$ cat config.mk
export PLATFORM = sky130hd
export DESIGN_NAME = dmac_regbank
export DESIGN_NICKNAME = d
export VERILOG_FILES = /design/src/rtl/dmac_pkg.sv /design/src/rtl/dmac_byte_ptr.sv /design/src/rtl/dmac_channel.sv /design/src/rtl/dmac_mask_status.sv /design/src/rtl/dmac_regbank.sv
export SDC_FILE = /design/constraint.sdc
export NUM_CORES = 1
export LEC_CHECK = 0
export ABC_CLOCK_PERIOD_IN_PS = 4900
export BUFFER_PORTS_ARGS = -buffer_cell sky130_fd_sc_hd__clkbuf_2
export CAP_MARGIN = 30
export CORE_ASPECT_RATIO = 0.6
export CORE_UTILIZATION = 55
export CTS_CLUSTER_DIAMETER = 150
export DETAILED_ROUTE_END_ITERATION = 7
export MAX_ROUTING_LAYER = met4
export PLACE_DENSITY = 0.72
export RECOVER_POWER = 50
export SYNTH_ARGS = -nofsm -noshare
export SYNTH_HDL_FRONTEND = slang
export SYNTH_SLANG_ARGS = --single-unit
$ cat constraint.sdc
create_clock -name clk -period 4.9 [get_ports clk]
set_input_delay 0.98 -clock clk [delete_from_list [all_inputs] [get_ports clk]]
set_output_delay 0.98 -clock clk [all_outputs]
set_load 0.02 [all_outputs]
$ cat src/rtl/dmac_pkg.sv
package dmac_pkg;
   localparam int BYTE_W = 8;
   // Control port numbers; software depends on these values.
   typedef enum logic [3:0] {
      PORT_STATUS  = 4'd8,
      PORT_REQ     = 4'd9,
      PORT_MASK1   = 4'd10,
      PORT_MODE    = 4'd11,
      PORT_CLRPTR  = 4'd12,
      PORT_MRESET  = 4'd13,
      PORT_UNMASK  = 4'd14,
      PORT_MASKALL = 4'd15
   } ctl_port_e;
   // Bit positions inside the byte written to the mode port.
   localparam int MODE_AUTO_BIT = 4;
   localparam int MODE_DEC_BIT  = 5;
   localparam int MODE_LSB      = 2;
endpackage

$ cat src/rtl/dmac_byte_ptr.sv
module dmac_byte_ptr (
   input  logic clk,
   input  logic rst_n,
   input  logic clr,
   input  logic flip,
   output logic hi
);
   always_ff @(posedge clk) begin
      if (!rst_n)     hi <= 1'b0;
      else if (clr)   hi <= 1'b0;
      else if (flip)  hi <= ~hi;
   end
endmodule

$ cat src/rtl/dmac_channel.sv
module dmac_channel
   import dmac_pkg::*;
#(
   parameter int CNT_W       = 16,
   parameter int MODE_W      = 6,
   parameter bit AUTOINIT_EN = 1'b1
) (
   input  logic              clk,
   input  logic              rst_n,
   input  logic              mreset,
   input  logic              wr_addr,
   input  logic              wr_cnt,
   input  logic              hi,
   input  logic [BYTE_W-1:0] wdata,
   input  logic              mode_we,
   input  logic [MODE_W-1:0] mode_in,
   input  logic              step,
   output logic [CNT_W-1:0]  cur_addr,
   output logic [CNT_W-1:0]  cur_cnt,
   output logic [MODE_W-1:0] mode_q,
   output logic              tc_evt,
   output logic              tc_mask
);
   localparam logic [CNT_W-1:0] ONE = CNT_W'(1);
   localparam int DEC_IDX  = MODE_DEC_BIT - MODE_LSB;
   localparam int AUTO_IDX = MODE_AUTO_BIT - MODE_LSB;

   logic [CNT_W-1:0] base_addr, base_cnt;
   logic             auto_on, step_eff, wrap;

   generate
      if (AUTOINIT_EN) begin : g_auto
         assign auto_on = mode_q[AUTO_IDX];
      end else begin : g_noauto
         assign auto_on = 1'b0;
      end
   endgenerate

   // A bus write to this channel's registers wins over a step.
   assign step_eff = step & ~wr_addr & ~wr_cnt;
   assign wrap     = step_eff && (cur_cnt == '0);
   assign tc_evt   = wrap;
   assign tc_mask  = wrap && !auto_on;

   function automatic logic [CNT_W-1:0] put_byte(input logic [CNT_W-1:0] v,
                                                 input logic h,
                                                 input logic [BYTE_W-1:0] d);
      logic [CNT_W-1:0] r;
      r = v;
      if (h) r[2*BYTE_W-1:BYTE_W] = d;
      else   r[BYTE_W-1:0]        = d;
      return r;
   endfunction

   always_ff @(posedge clk) begin
      if (!rst_n) begin
         base_addr <= '0;
         base_cnt  <= '0;
         cur_addr  <= '0;
         cur_cnt   <= '0;
      end else begin
         if (wr_addr) begin
            base_addr <= put_byte(base_addr, hi, wdata);
            cur_addr  <= put_byte(cur_addr, hi, wdata);
         end
         if (wr_cnt) begin
            base_cnt <= put_byte(base_cnt, hi, wdata);
            cur_cnt  <= put_byte(cur_cnt, hi, wdata);
         end
         if (step_eff) begin
            if (wrap && auto_on) begin
               cur_addr <= base_addr;
               cur_cnt  <= base_cnt;
            end else begin
               cur_addr <= mode_q[DEC_IDX] ? cur_addr - ONE : cur_addr + ONE;
               cur_cnt  <= cur_cnt - ONE;
            end
         end
      end
   end

   always_ff @(posedge clk) begin
      if (!rst_n || mreset) mode_q <= '0;
      else if (mode_we)     mode_q <= mode_in;
   end
endmodule

$ cat src/rtl/dmac_mask_status.sv
module dmac_mask_status
   import dmac_pkg::*;
#(
   parameter int NCH = 4
) (
   input  logic              clk,
   input  logic              rst_n,
   input  logic              mreset,
   input  logic              single_we,
   input  logic              clr_all,
   input  logic              load_all,
   input  logic [BYTE_W-1:0] wdata,
   input  logic [NCH-1:0]    tc_set,
   input  logic [NCH-1:0]    tc_mask,
   input  logic              stat_rd,
   output logic [NCH-1:0]    mask,
   output logic [NCH-1:0]    status
);
   localparam int CH_BITS = $clog2(NCH);

   logic [NCH-1:0] mask_n, status_n;

   always_comb begin
      mask_n = mask | tc_mask;
      if (single_we) mask_n[wdata[CH_BITS-1:0]] = wdata[CH_BITS];
      if (clr_all)   mask_n = '0;
      if (load_all)  mask_n = wdata[NCH-1:0];
      if (mreset)    mask_n = '1;
   end

   always_comb begin
      status_n = (stat_rd ? '0 : status) | tc_set;
      if (mreset) status_n = '0;
   end

   always_ff @(posedge clk) begin
      if (!rst_n) begin
         mask   <= '1;
         status <= '0;
      end else begin
         mask   <= mask_n;
         status <= status_n;
      end
   end
endmodule

$ cat src/rtl/dmac_regbank.sv
module dmac_regbank
   import dmac_pkg::*;
#(
   parameter int NCH         = 4,
   parameter int CNT_W       = 16,
   parameter int MODE_W      = 6,
   parameter bit AUTOINIT_EN = 1'b1
) (
   input  logic                  clk,
   input  logic                  rst_n,
   input  logic [3:0]            io_addr,
   input  logic                  io_wr,
   input  logic                  io_rd,
   input  logic [7:0]            io_wdata,
   output logic [7:0]            io_rdata,
   input  logic [NCH-1:0]        xfer_pulse,
   output logic [NCH-1:0]        chan_mask,
   output logic [NCH*MODE_W-1:0] chan_mode
);
   localparam int CH_BITS    = $clog2(NCH);
   localparam int CHAN_PORTS = 2 * NCH;

   if (NCH != 4) begin : g_bad_nch
      $error("dmac_regbank: port map fixes NCH at 4");
   end
   if (CNT_W != 2 * BYTE_W) begin : g_bad_cnt
      $error("dmac_regbank: CNT_W must be two bytes");
   end
   if (MODE_W != BYTE_W - MODE_LSB) begin : g_bad_mode
      $error("dmac_regbank: MODE_W must match the mode byte field");
   end

   logic                is_chan, ptr_hi, mreset, stat_rd;
   logic [CH_BITS-1:0]  sel;
   logic [NCH-1:0]      stat_q, tc_set, tc_masked;
   logic [CNT_W-1:0]    ch_addr [NCH];
   logic [CNT_W-1:0]    ch_cnt  [NCH];

   assign is_chan = io_addr < 4'(CHAN_PORTS);
   assign sel     = io_addr[CH_BITS:1];
   assign mreset  = io_wr && (io_addr == PORT_MRESET);
   assign stat_rd = io_rd && (io_addr == PORT_STATUS);

   dmac_byte_ptr u_ptr (
      .clk  (clk),
      .rst_n(rst_n),
      .clr  (mreset || (io_wr && io_addr == PORT_CLRPTR)),
      .flip ((io_wr || io_rd) && is_chan),
      .hi   (ptr_hi)
   );

   for (genvar i = 0; i < NCH; i++) begin : g_ch
      logic              hit;
      logic [MODE_W-1:0] mode_i;
      assign hit = io_wr && is_chan && (sel == CH_BITS'(i));
      dmac_channel #(
         .CNT_W      (CNT_W),
         .MODE_W     (MODE_W),
         .AUTOINIT_EN(AUTOINIT_EN)
      ) u_ch (
         .clk     (clk),
         .rst_n   (rst_n),
         .mreset  (mreset),
         .wr_addr (hit && !io_addr[0]),
         .wr_cnt  (hit && io_addr[0]),
         .hi      (ptr_hi),
         .wdata   (io_wdata),
         .mode_we (io_wr && io_addr == PORT_MODE && io_wdata[CH_BITS-1:0] == CH_BITS'(i)),
         .mode_in (io_wdata[BYTE_W-1:MODE_LSB]),
         .step    (xfer_pulse[i] && !chan_mask[i]),
         .cur_addr(ch_addr[i]),
         .cur_cnt (ch_cnt[i]),
         .mode_q  (mode_i),
         .tc_evt  (tc_set[i]),
         .tc_mask (tc_masked[i])
      );
      assign chan_mode[i*MODE_W +: MODE_W] = mode_i;
   end

   dmac_mask_status #(.NCH(NCH)) u_ms (
      .clk      (clk),
      .rst_n    (rst_n),
      .mreset   (mreset),
      .single_we(io_wr && io_addr == PORT_MASK1),
      .clr_all  (io_wr && io_addr == PORT_UNMASK),
      .load_all (io_wr && io_addr == PORT_MASKALL),
      .wdata    (io_wdata),
      .tc_set   (tc_set),
      .tc_mask  (tc_masked),
      .stat_rd  (stat_rd),
      .mask     (chan_mask),
      .status   (stat_q)
   );

   always_comb begin
      logic [CNT_W-1:0] word;
      word     = io_addr[0] ? ch_cnt[sel] : ch_addr[sel];
      io_rdata = '0;
      if (io_rd) begin
         if (is_chan)      io_rdata = ptr_hi ? word[CNT_W-1:BYTE_W] : word[BYTE_W-1:0];
         else if (stat_rd) io_rdata = {{(BYTE_W-NCH){1'b0}}, stat_q};
      end
   end
endmodule

# After elaboration in Yosys (flattened, before gate mapping)
# Cells that the tools add are included.
# classes
n_mux,48
n_addsub,12
bitwise,21
n_reduce_logical,107
n_lt_le_gt_ge,4
n_eq_ne,17
# ops
cell,n
two-way mux 16 bit,33
subtractor 16 x 1 -> 16 bit (second input constant),8
adder 16 x 1 -> 16 bit (second input constant),4
binary-select mux 16 bit (select 2 bit),2
zero test 16 bit,4
AND reduction 2 bit,32
logical AND 1 bit,42
two-way mux 8 bit,5
equality test 4 bit (second input constant),7
nonzero test 2 bit,12
two-way mux 4 bit,5
zero test 1 bit,10
inverter 1 bit,10
bitwise AND 1 bit,8
equality test 2 bit (second input constant),4
!= test 2 x 1 -> 1 bit (second input constant),4
bitwise OR 4 bit,2
bitwise mux 4 bit,1
equality test 2 x 1 -> 1 bit (second input constant),2
zero test 2 bit,2
less-than comparator 4 bit (second input constant),1
OR reduction 2 bit,2
greater-or-equal comparator 3 bit (second input constant),1
logical OR 1 bit,3
5 further kinds,5
# totals
reg_bits,289
in_bits,20
out_inout_bits,36
wordCells,248

# Longest topological paths before layout
# Gate-level depths: netlist of the first run.
# depth
ltp_word,14
mapped_depth,11
depth_no_buf,9

# By module
# Synthesis of the first run repeated with hierarchy kept, for this count alone.
# hier_totals
cells_unflattened,2318
hier_area_um2,18037.3
# by_module_without_submodules
mod,n_inst,area_each_um2,seq_area_each_um2,cells_each
dmac_channel at g_ch[2].u_ch ...,2,4100.2,1401.3,539
dmac_channel at g_ch[0].u_ch ...,2,4046.4,1401.3,527
dmac_regbank,1,1353.8,0.0,143
dmac_mask_status,1,349.1,160.2,40
dmac_byte_ptr,1,41.3,20.0,3

# Worst setup path before layout of the first run
# Ideal clock, no wire load.
# synth_path
path_type,input -> output
start,input io_addr[2]
end,output io_rdata[7]
t_arrival_ns,2.901
stages,6
path_slack_ns,1.019
n_path_buf,3
path_cell_list,buf_2 > buf_2 > buf_2 > mux4_2 > mux4_2 > nor2b_1
# synth_between
elab_chain_cells,8
# synth_rtl
item,line_no,source
"start, declared",dmac_regbank.sv:11,"input logic [3:0] io_addr,"
inverter 2 -> 3 bit (implied by the code),dmac_regbank.sv:97,word = io_addr[0] ? ch_cnt[sel] : ch_addr[sel];
binary-select mux 16 bit (select 2 bit),dmac_regbank.sv:97,
two-way mux 16 bit (implied by the code) (2 in a row),dmac_regbank.sv:97,
two-way mux 16 bit,dmac_regbank.sv:97,
two-way mux 8 bit,dmac_regbank.sv:100,if (is_chan) io_rdata = ptr_hi ? word[CNT_W-1:BYTE_W] : word[BYTE_W-1:0];
two-way mux 8 bit *,dmac_regbank.sv:100,
two-way mux 8 bit *,dmac_regbank.sv:99,if (io_rd) begin
"end, declared",dmac_regbank.sv:15,"output logic [7:0] io_rdata,"
# Every way passes the cells marked *; elsewhere a longest branch is shown, timed or not. The select of a mux whose other input is x is not followed.

# Worst setup path after layout of the first run
# layout_path
start,input io_addr[1]
end,register u_ms.mask[3]
# layout_between
elab_chain_cells,14
# layout_rtl
item,line_no,source
less-than comparator 4 bit,dmac_regbank.sv:39,assign is_chan = io_addr < 4'(CHAN_PORTS);
logical AND 1 bit (2 in a row),dmac_regbank.sv:55,assign hit = io_wr && is_chan && (sel == CH_BITS'(i));
logical AND 1 bit,dmac_regbank.sv:64,".wr_addr (hit && !io_addr[0]),"
inverter 1 bit,dmac_channel.sv:40,assign step_eff = step & ~wr_addr & ~wr_cnt;
bitwise AND 1 bit (2 in a row),dmac_channel.sv:40,
logical AND 1 bit,dmac_channel.sv:41,assign wrap = step_eff && (cur_cnt == '0);
logical AND 1 bit,dmac_channel.sv:43,assign tc_mask = wrap && !auto_on;
bitwise OR 4 bit,dmac_mask_status.sv:24,mask_n = mask | tc_mask;
bitwise mux 4 bit,dmac_mask_status.sv:25,if (single_we) mask_n[wdata[CH_BITS-1:0]] = wdata[CH_BITS];
two-way mux 4 bit,dmac_mask_status.sv:25,
two-way mux 4 bit,dmac_mask_status.sv:26,if (clr_all) mask_n = '0;
two-way mux 4 bit,dmac_mask_status.sv:27,if (load_all) mask_n = wdata[NCH-1:0];
"end signal, assigned",dmac_mask_status.sv:41,mask <= mask_n;
"end, declared",dmac_mask_status.sv:16,"output logic [NCH-1:0] mask,"
# Parallel ways exist; a longest one is shown, timed or not.
# A chain may end at the register's enable or synchronous reset.

==> results.md, run 1 <==
- Seq/Total Area, Yosys: 0.3276
- Layout Nets: 2327
- Mapped cell area: 17660 um^2
- Worst setup path class: in -> reg
- #FFs+latches synth: 289
- Drt via density: 6.491
- Setup tns final: 0 ps
- Arrival time worst endpoint: 4830 ps
- Min Tclk post-route: 4315 ps
- Commonest non-fill, non-tap cell in the layout: nand2_1
- First-pass GRT wire length: 91420 um
- CP Max Fanout: 41
- Total GRT Usage: 0.3707
- CP bufs+invs: 2
- Antenna Violating Nets Remaining: 0
- CTS Buf Count: 29
- Peak supply drop: 283.8 uV
- Distinct cells, synth: 81
- Worst hold path startpoint: u_ms.status[1]
- I/O pin total: 56
- Period utilization: 0.8806
- DP Worst Slack: 906.2 ps
- Asr flop ratio synth: 0
- Placed Cells: 2623
- Critical-path top delay cell: clkbuf_1
- Die Span Y: 140.8 um
- GP Congestion: 1.024
- Worst path max stage delay: 1370 ps
- Status: finished with violations
- Pin count of the biggest net entering global routing: 117
- CP Capture Type: register
- Number of global-route vias before repair: 15363
- Clk sinks: 289
- Drt pass-1 iters: 8
- Max Slew Vio Count: 91
- Area growth syn-to-layout: 8.212%
- Post-CTS sizing: 0
- Setup bufs post-CTS: 0
- HP Class: reg -> reg
- Fmax: 231.8 MHz
- Clock Skew: 15.20 ps
- Root Buffer: clkbuf_16
- Ys Warns: 0
- Cell Chain, Critical Path: clkbuf_2 -> and4b_1 -> nor3b_1 -> clkbuf_1 -> nand4_1 -> nor2_1 -> a311o_1 -> a221o_1
- Later-pin clock latency in the skew report: 580 ps
- Violated checks: design-rule violations, max-capacitance violations, max-slew violations
- Mapped Nets: 2360
- Worst setup margin: 585.2 ps
- Synth Flop Type: dfxtp_1
- Final setup viols: 0
- Worst slew pin tran: 2322 ps
- Critical Path Source: io_addr[1]
- CP startpoint kind: input port
- Final cell count without fillers: 2680
- WL final: 59700 um
- Cell row count: 50
- Hold Slack: 459.4 ps
- Overall Power: 5.740 mW
- RSZ-0062 raised after global routing: false
- Cell Pwr Density: 300.4 nW/um^2
- GRT overflow: 0
- CP top delay family: buffers and inverters
- Worst Path Required: 5420 ps
- Drc violations: 4
- Slew Limit Headroom: -0.5482
- Commonest cells after routing, fill and taps aside: 550 x nand2_1, 289 x dfxtp_1, 168 x a21oi_1, 145 x o21ai_0, 124 x a21boi_0
- Initial antenna violation count: 6
- Quantity of hold-fixing buffers added after cts: 0
- Syn Area/Cell: 7.772 um^2
- Htree depth: 1
- Worst r2r src: g_ch[3].u_ch.cur_cnt[2]
- Starting Density: 0.5623
- CTS Buffer Depth: 3
- Core box area: 31410 um^2
- CTS tree: built
- Post-DP HPWL: 41390 um
- Post-Synthesis Cells: 2272
- MaxCap Viol Count: 2
- Hold Violations, Final: 0
- Layout cell share with drive strength beyond 1: 0.07566
- Leak Pwr: 7.901 nW
- First DRT Iteration DRCs: 2310
- Reg clk slew, reported paths: 60 ps
- Number of synthesized flops with an enable pin: 0
- Die X: 233.3 um
- Die area: 32850 um^2
- DR vias: 17396
- Port Buffers: 55
- Wire per inst: 22.27 um
## metrics by stage
step / area (um^2) / utilization
6_report: 19110 / 0.6084
2_1_floorplan: 17660 / -
4_1_cts: 19170 / 0.6104
3_3_place_gp: 18110 / 0.5767
5_1_grt: 19110 / 0.6084
3_5_place_dp: 18120 / 0.5769
## cells in the mapped netlist (8+ instances only)
cell type,number,area (um^2)
o221ai_1,14,122.6
nor4_1,10,62.56
buf_1,8,30.03
nand4_1,13,81.33
mux2i_1,38,380.4
or4_1,9,67.56
a31oi_1,42,262.8
o21a_1,10,75.07
a211oi_1,8,60.06
nor2b_1,24,150.1
dfxtp_1,289,5786
a21o_1,19,142.6
ha_1,64,800.8
nand2_1,550,2064
and3_1,21,131.4
a21boi_0,124,930.9
a21oi_1,168,840.8
nand2b_1,11,68.82
clkbuf_1,114,427.9
or3_1,13,81.33
nand3_1,101,505.5
inv_1,43,161.4
nand3b_1,10,75.07
xnor2_1,56,490.5
buf_2,20,100.1
nor2_1,103,386.6
mux4_2,40,900.9
xor2_1,29,254.0
o21ai_0,145,725.7
nor3_1,35,175.2
o211ai_1,16,120.1
## cell families after synthesis
group                      after synthesis  share of synthesized area
AOI/OAI and AO/OA                      610                     0.2167
xor gates and xnor gates                85                    0.04216
adders and majority gates               68                    0.04988
buffers and inverters                  188                    0.04223
DFF                                    289                     0.3276
muxes                                   85                    0.07702
and+or+nand+nor                        947                     0.2444
## per-layer routing
| layer | global-route usage | wire length (um) | vias up |
|---|---|---|---|
| met1 | 0.5326 | 25650 | 8196 |
| li1 | - | - | 8010 |
| met3 | 0.09992 | 7924 | 162 |
| met5 | - | 0 | - |
| met2 | 0.4921 | 23770 | 1028 |
| met4 | 0.1276 | 2346 | 0 |
## final cells by class
| cell class | count | area [um^2] |
|---|---|---|
| Inverter | 43 | 161.4 |
| Multi-Input combinational cell | 1795 | 11130 |
| Clock inverter | 17 | 286.5 |
| Fill cell | 2764 | 12300 |
| Timing Repair Buffer | 81 | 445.4 |
| Tap cell | 416 | 520.5 |
| Clock buffer | 35 | 768.2 |
| Antenna cell | 4 | 10.01 |
| Sequential cell | 289 | 5786 |
## power by group
group          internal (mW)  switching, mW
registers               2.40         0.0937
logic                  0.290          0.433
clock network           1.49           1.03
## final timing paths
| path | to | slack [ps] | depth (start not counted) |
|---|---|---|---|
| worst max-delay path | u_ms.mask[3] | 590 | 8 |
| worst min-delay path | u_ms.status[1] | 460 | 2 |
| worst max register to register | g_ch[3].u_ch.cur_addr[3] | 1360 | 6 |
| worst min register to register | u_ms.status[1] | 460 | 2 |
## sequential cells by signal (all words and copies together), names as in the netlist
name / flops
u_ms.status: 4
g_ch.u_ch.mode_q: 24
g_ch.u_ch.cur_addr: 64
g_ch.u_ch.base_cnt: 64
g_ch.u_ch.base_addr: 64
g_ch.u_ch.cur_cnt: 64
u_ptr.hi: 1
u_ms.mask: 4
## worst reg2reg max path, stage by stage, from the launching register on
cell      delay, ps
dfxtp_1         390
nor4_1          450
and2_1          420
nand3_1         690
nor2_1         1020
o211ai_1        200
and3_1          270
Note: power is estimated with default switching activity, not from simulation.
==> inputs of run 2 (changes only) <==
- CORE_UTILIZATION: 55 -> 57
- GPL_TIMING_DRIVEN: unset -> 0
- PLACE_DENSITY: 0.72 -> 0.74
==> run 2 against run 1 <==
  * Maximum frequency fell by 7.5%
  * Highest routed layer unchanged
  * Worst setup slack got worse by 350 ps
  * Total power fell by 1.6%
  * Utilization rose by 3.8 points
  * The run ends with max-capacitance violations, max-slew violations left
  * Final cell count rose by 4.7%
==> results.md, run 2 (synthesized netlist as in run 1, its figures left out) <==
- Placed Cells: 2742 (was 2623)
- Initial antenna violation count: 9 (was 6)
- Drt pass-1 iters: 8 (unchanged)
- Min Tclk post-route: 4666 ps (was 4315 ps)
- Antenna Violating Nets Remaining: 0 (unchanged)
- Slew Limit Headroom: -0.1396 (was -0.5482)
- MaxCap Viol Count: 1 (was 2)
- Quantity of hold-fixing buffers added after cts: 0 (unchanged)
- Worst path max stage delay: 760 ps (was 1370 ps)
- DP Worst Slack: 444.5 ps (was 906.2 ps)
- Period utilization: 0.9523 (was 0.8806)
- HP Class: reg -> reg (unchanged)
- Worst setup path class: in -> out (was in -> reg)
- Status: finished with violations (unchanged)
- Setup tns final: 0 ps (unchanged)
- Reg clk slew, reported paths: 60 ps (about the same)
- Cell Pwr Density: 289.1 nW/um^2 (was 300.4 nW/um^2)
- CTS tree: built (unchanged)
- Commonest non-fill, non-tap cell in the layout: nand2_1 (unchanged)
- Violated checks: max-capacitance violations, max-slew violations (was design-rule violations, max-capacitance violations, max-slew violations)
- Worst setup margin: 233.9 ps (was 585.2 ps)
- Fmax: 214.3 MHz (was 231.8 MHz)
- WL final: 74290 um (was 59700 um)
- RSZ-0062 raised after global routing: false (unchanged)
- CP Capture Type: output port (was register)
- Met3 global-route usage: 0.1778 (was 0.09992)
- Final cell count without fillers: 2805 (was 2680)
- Post-DP HPWL: 56190 um (was 41390 um)
- Port Buffers: 48 (was 55)
- Root Buffer: clkbuf_16 (unchanged)
- CP Max Fanout: 10 (was 41)
- I/O pin total: 56 (unchanged)
- Die X: 229.2 um (was 233.3 um)
- Die Span Y: 138.3 um (was 140.8 um)
- Die area: 31710 um^2 (was 32850 um^2)
- Commonest cells after routing, fill and taps aside: 550 x nand2_1, 289 x dfxtp_1, 168 x a21oi_1, 152 x clkbuf_1, 147 x o21ai_0 (was 550 x nand2_1, 289 x dfxtp_1, 168 x a21oi_1, 145 x o21ai_0, 124 x a21boi_0)
- Layout Nets: 2456 (was 2327)
- GRT overflow: 0 (unchanged)
- Pin count of the biggest net entering global routing: 19 (was 117)
- Most Crowded Layer GR: met1 (unchanged)
- Fill cells: 2652 (was 2764)
- Wire per inst: 26.49 um (was 22.27 um)
- Peak supply drop: 274.3 uV (was 283.8 uV)
- Max Slew Vio Count: 10 (was 91)
- Setup bufs post-CTS: 0 (unchanged)
- Total GRT Usage: 0.4732 (was 0.3707)
- First-pass GRT wire length: 109900 um (was 91420 um)
- Final setup viols: 0 (unchanged)
- Arrival time worst endpoint: 3690 ps (was 4830 ps)
- Critical-path top delay cell: clkbuf_1 (unchanged)
- Cell row count: 49 (was 50)
- CP startpoint kind: input port (unchanged)
- Worst slew pin tran: 1686 ps (was 2322 ps)
- Post-DP Area: 18630 um^2 (was 18120 um^2)
- First DRT Iteration DRCs: 3042 (was 2310)
- CTS Buffer Depth: 3 (unchanged)
- Clock Skew: 12.66 ps (was 15.20 ps)
- Later-pin clock latency in the skew report: 580 ps (about the same)
- DR vias: 18926 (was 17396)
- Fin util: 0.6464 (was 0.6084)
- Core box area: 30230 um^2 (was 31410 um^2)
- Post-CTS sizing: 0 (unchanged)
- GR Util met1: 0.6585 (was 0.5326)
- Number of global-route vias before repair: 17220 (was 15363)
- Overall Power: 5.648 mW (was 5.740 mW)
- Clk sinks: 289 (unchanged)
- Hold Violations, Final: 0 (unchanged)
- Htree depth: 1 (unchanged)
- Met2 usage in global routing: 0.6088 (was 0.4921)
- Crit-path most repeated cell: clkbuf_1
- Layout cell share with drive strength beyond 1: 0.07242 (was 0.07566)
- Drc violations: 0 (was 4)
- Area growth syn-to-layout: 10.64% (was 8.212%)
- CTS Buf Count: 29 (unchanged)
- Leak Pwr: 8.048 nW (was 7.901 nW)
- Cell Chain, Critical Path: clkbuf_1 -> clkbuf_1 -> clkbuf_1 -> mux4_2 -> inv_1 -> o21ai_0 -> clkbuf_2 (was clkbuf_2 -> and4b_1 -> nor3b_1 -> clkbuf_1 -> nand4_1 -> nor2_1 -> a311o_1 -> a221o_1)
- Finished Cell Area: 19540 um^2 (was 19110 um^2)
- Worst Path Required: 3920 ps (was 5420 ps)
- Starting Density: 0.5842 (was 0.5623)
- Hold Slack: 463.9 ps (was 459.4 ps)
- Drt via density: 6.747 (was 6.491)
- GP Congestion: 1.078 (was 1.024)
-- run 2: cell count changes in the layout (fill, tap and decap cells not counted), moves of 7 or more --
cell,delta
buf_1,+7
buf_2,+16
buf_8,+9
clkbuf_1,+115
buf_4,-16
-- run 2: per-layer routing --
| layer | up-vias | wire (um) | share of wire |
|---|---|---|---|
| met5 | - | 0 | 0 |
| met4 | 0 | 3253 | 0.044 |
| met3 | 231 | 13100 | 0.18 |
| met2 | 1524 | 28050 | 0.38 |
| met1 | 8909 | 29890 | 0.40 |
| li1 | 8262 | - | - |
-- run 2: report_power, final --
group | internal [mW] | total, mW | switching [mW]
Combinational | 0.311 | 0.834 | 0.523
Clock | 1.29 | 2.32 | 1.03
Sequential | 2.40 | 2.49 | 0.0950
Total | 4.00 | 5.65 | 1.65
-- run 2: area by class of cell --
| class | count | area (um^2) | share of cell area |
|---|---|---|---|
| Inverter | 43 | 161.4 | 0.008262 |
| Tap cell | 408 | 510.5 | 0.02613 |
| Multi-Input combinational cell | 1795 | 11100 | 0.5682 |
| Clock inverter | 12 | 117.6 | 0.006020 |
| Sequential cell | 289 | 5786 | 0.2961 |
| Buffer | 145 | 576.8 | 0.02952 |
| Timing Repair Buffer | 65 | 426.7 | 0.02184 |
| Antenna cell | 8 | 20.02 | 0.001025 |
| Clock buffer | 40 | 837.1 | 0.04285 |
-- run 2: path summary, 6_finish.rpt --
| check | from | end | slack [ps] | depth (start not counted) |
|---|---|---|---|---|
| hold reg to reg | g_ch[2].u_ch.base_cnt[1] | g_ch[2].u_ch.base_cnt[1] | 460 | 2 |
| setup / recovery | io_addr[0] | io_rdata[3] | 230 | 7 |
| hold / removal | g_ch[2].u_ch.base_cnt[1] | g_ch[2].u_ch.base_cnt[1] | 460 | 2 |
| setup reg to reg | g_ch[0].u_ch.mode_q[3] | g_ch[0].u_ch.cur_addr[15] | 920 | 9 |
-- run 2: critical path, delay by kind of cell --
family	cells	cell delay (ps)
compound gates	1	330
buf+inv	5	1970
mux	1	380
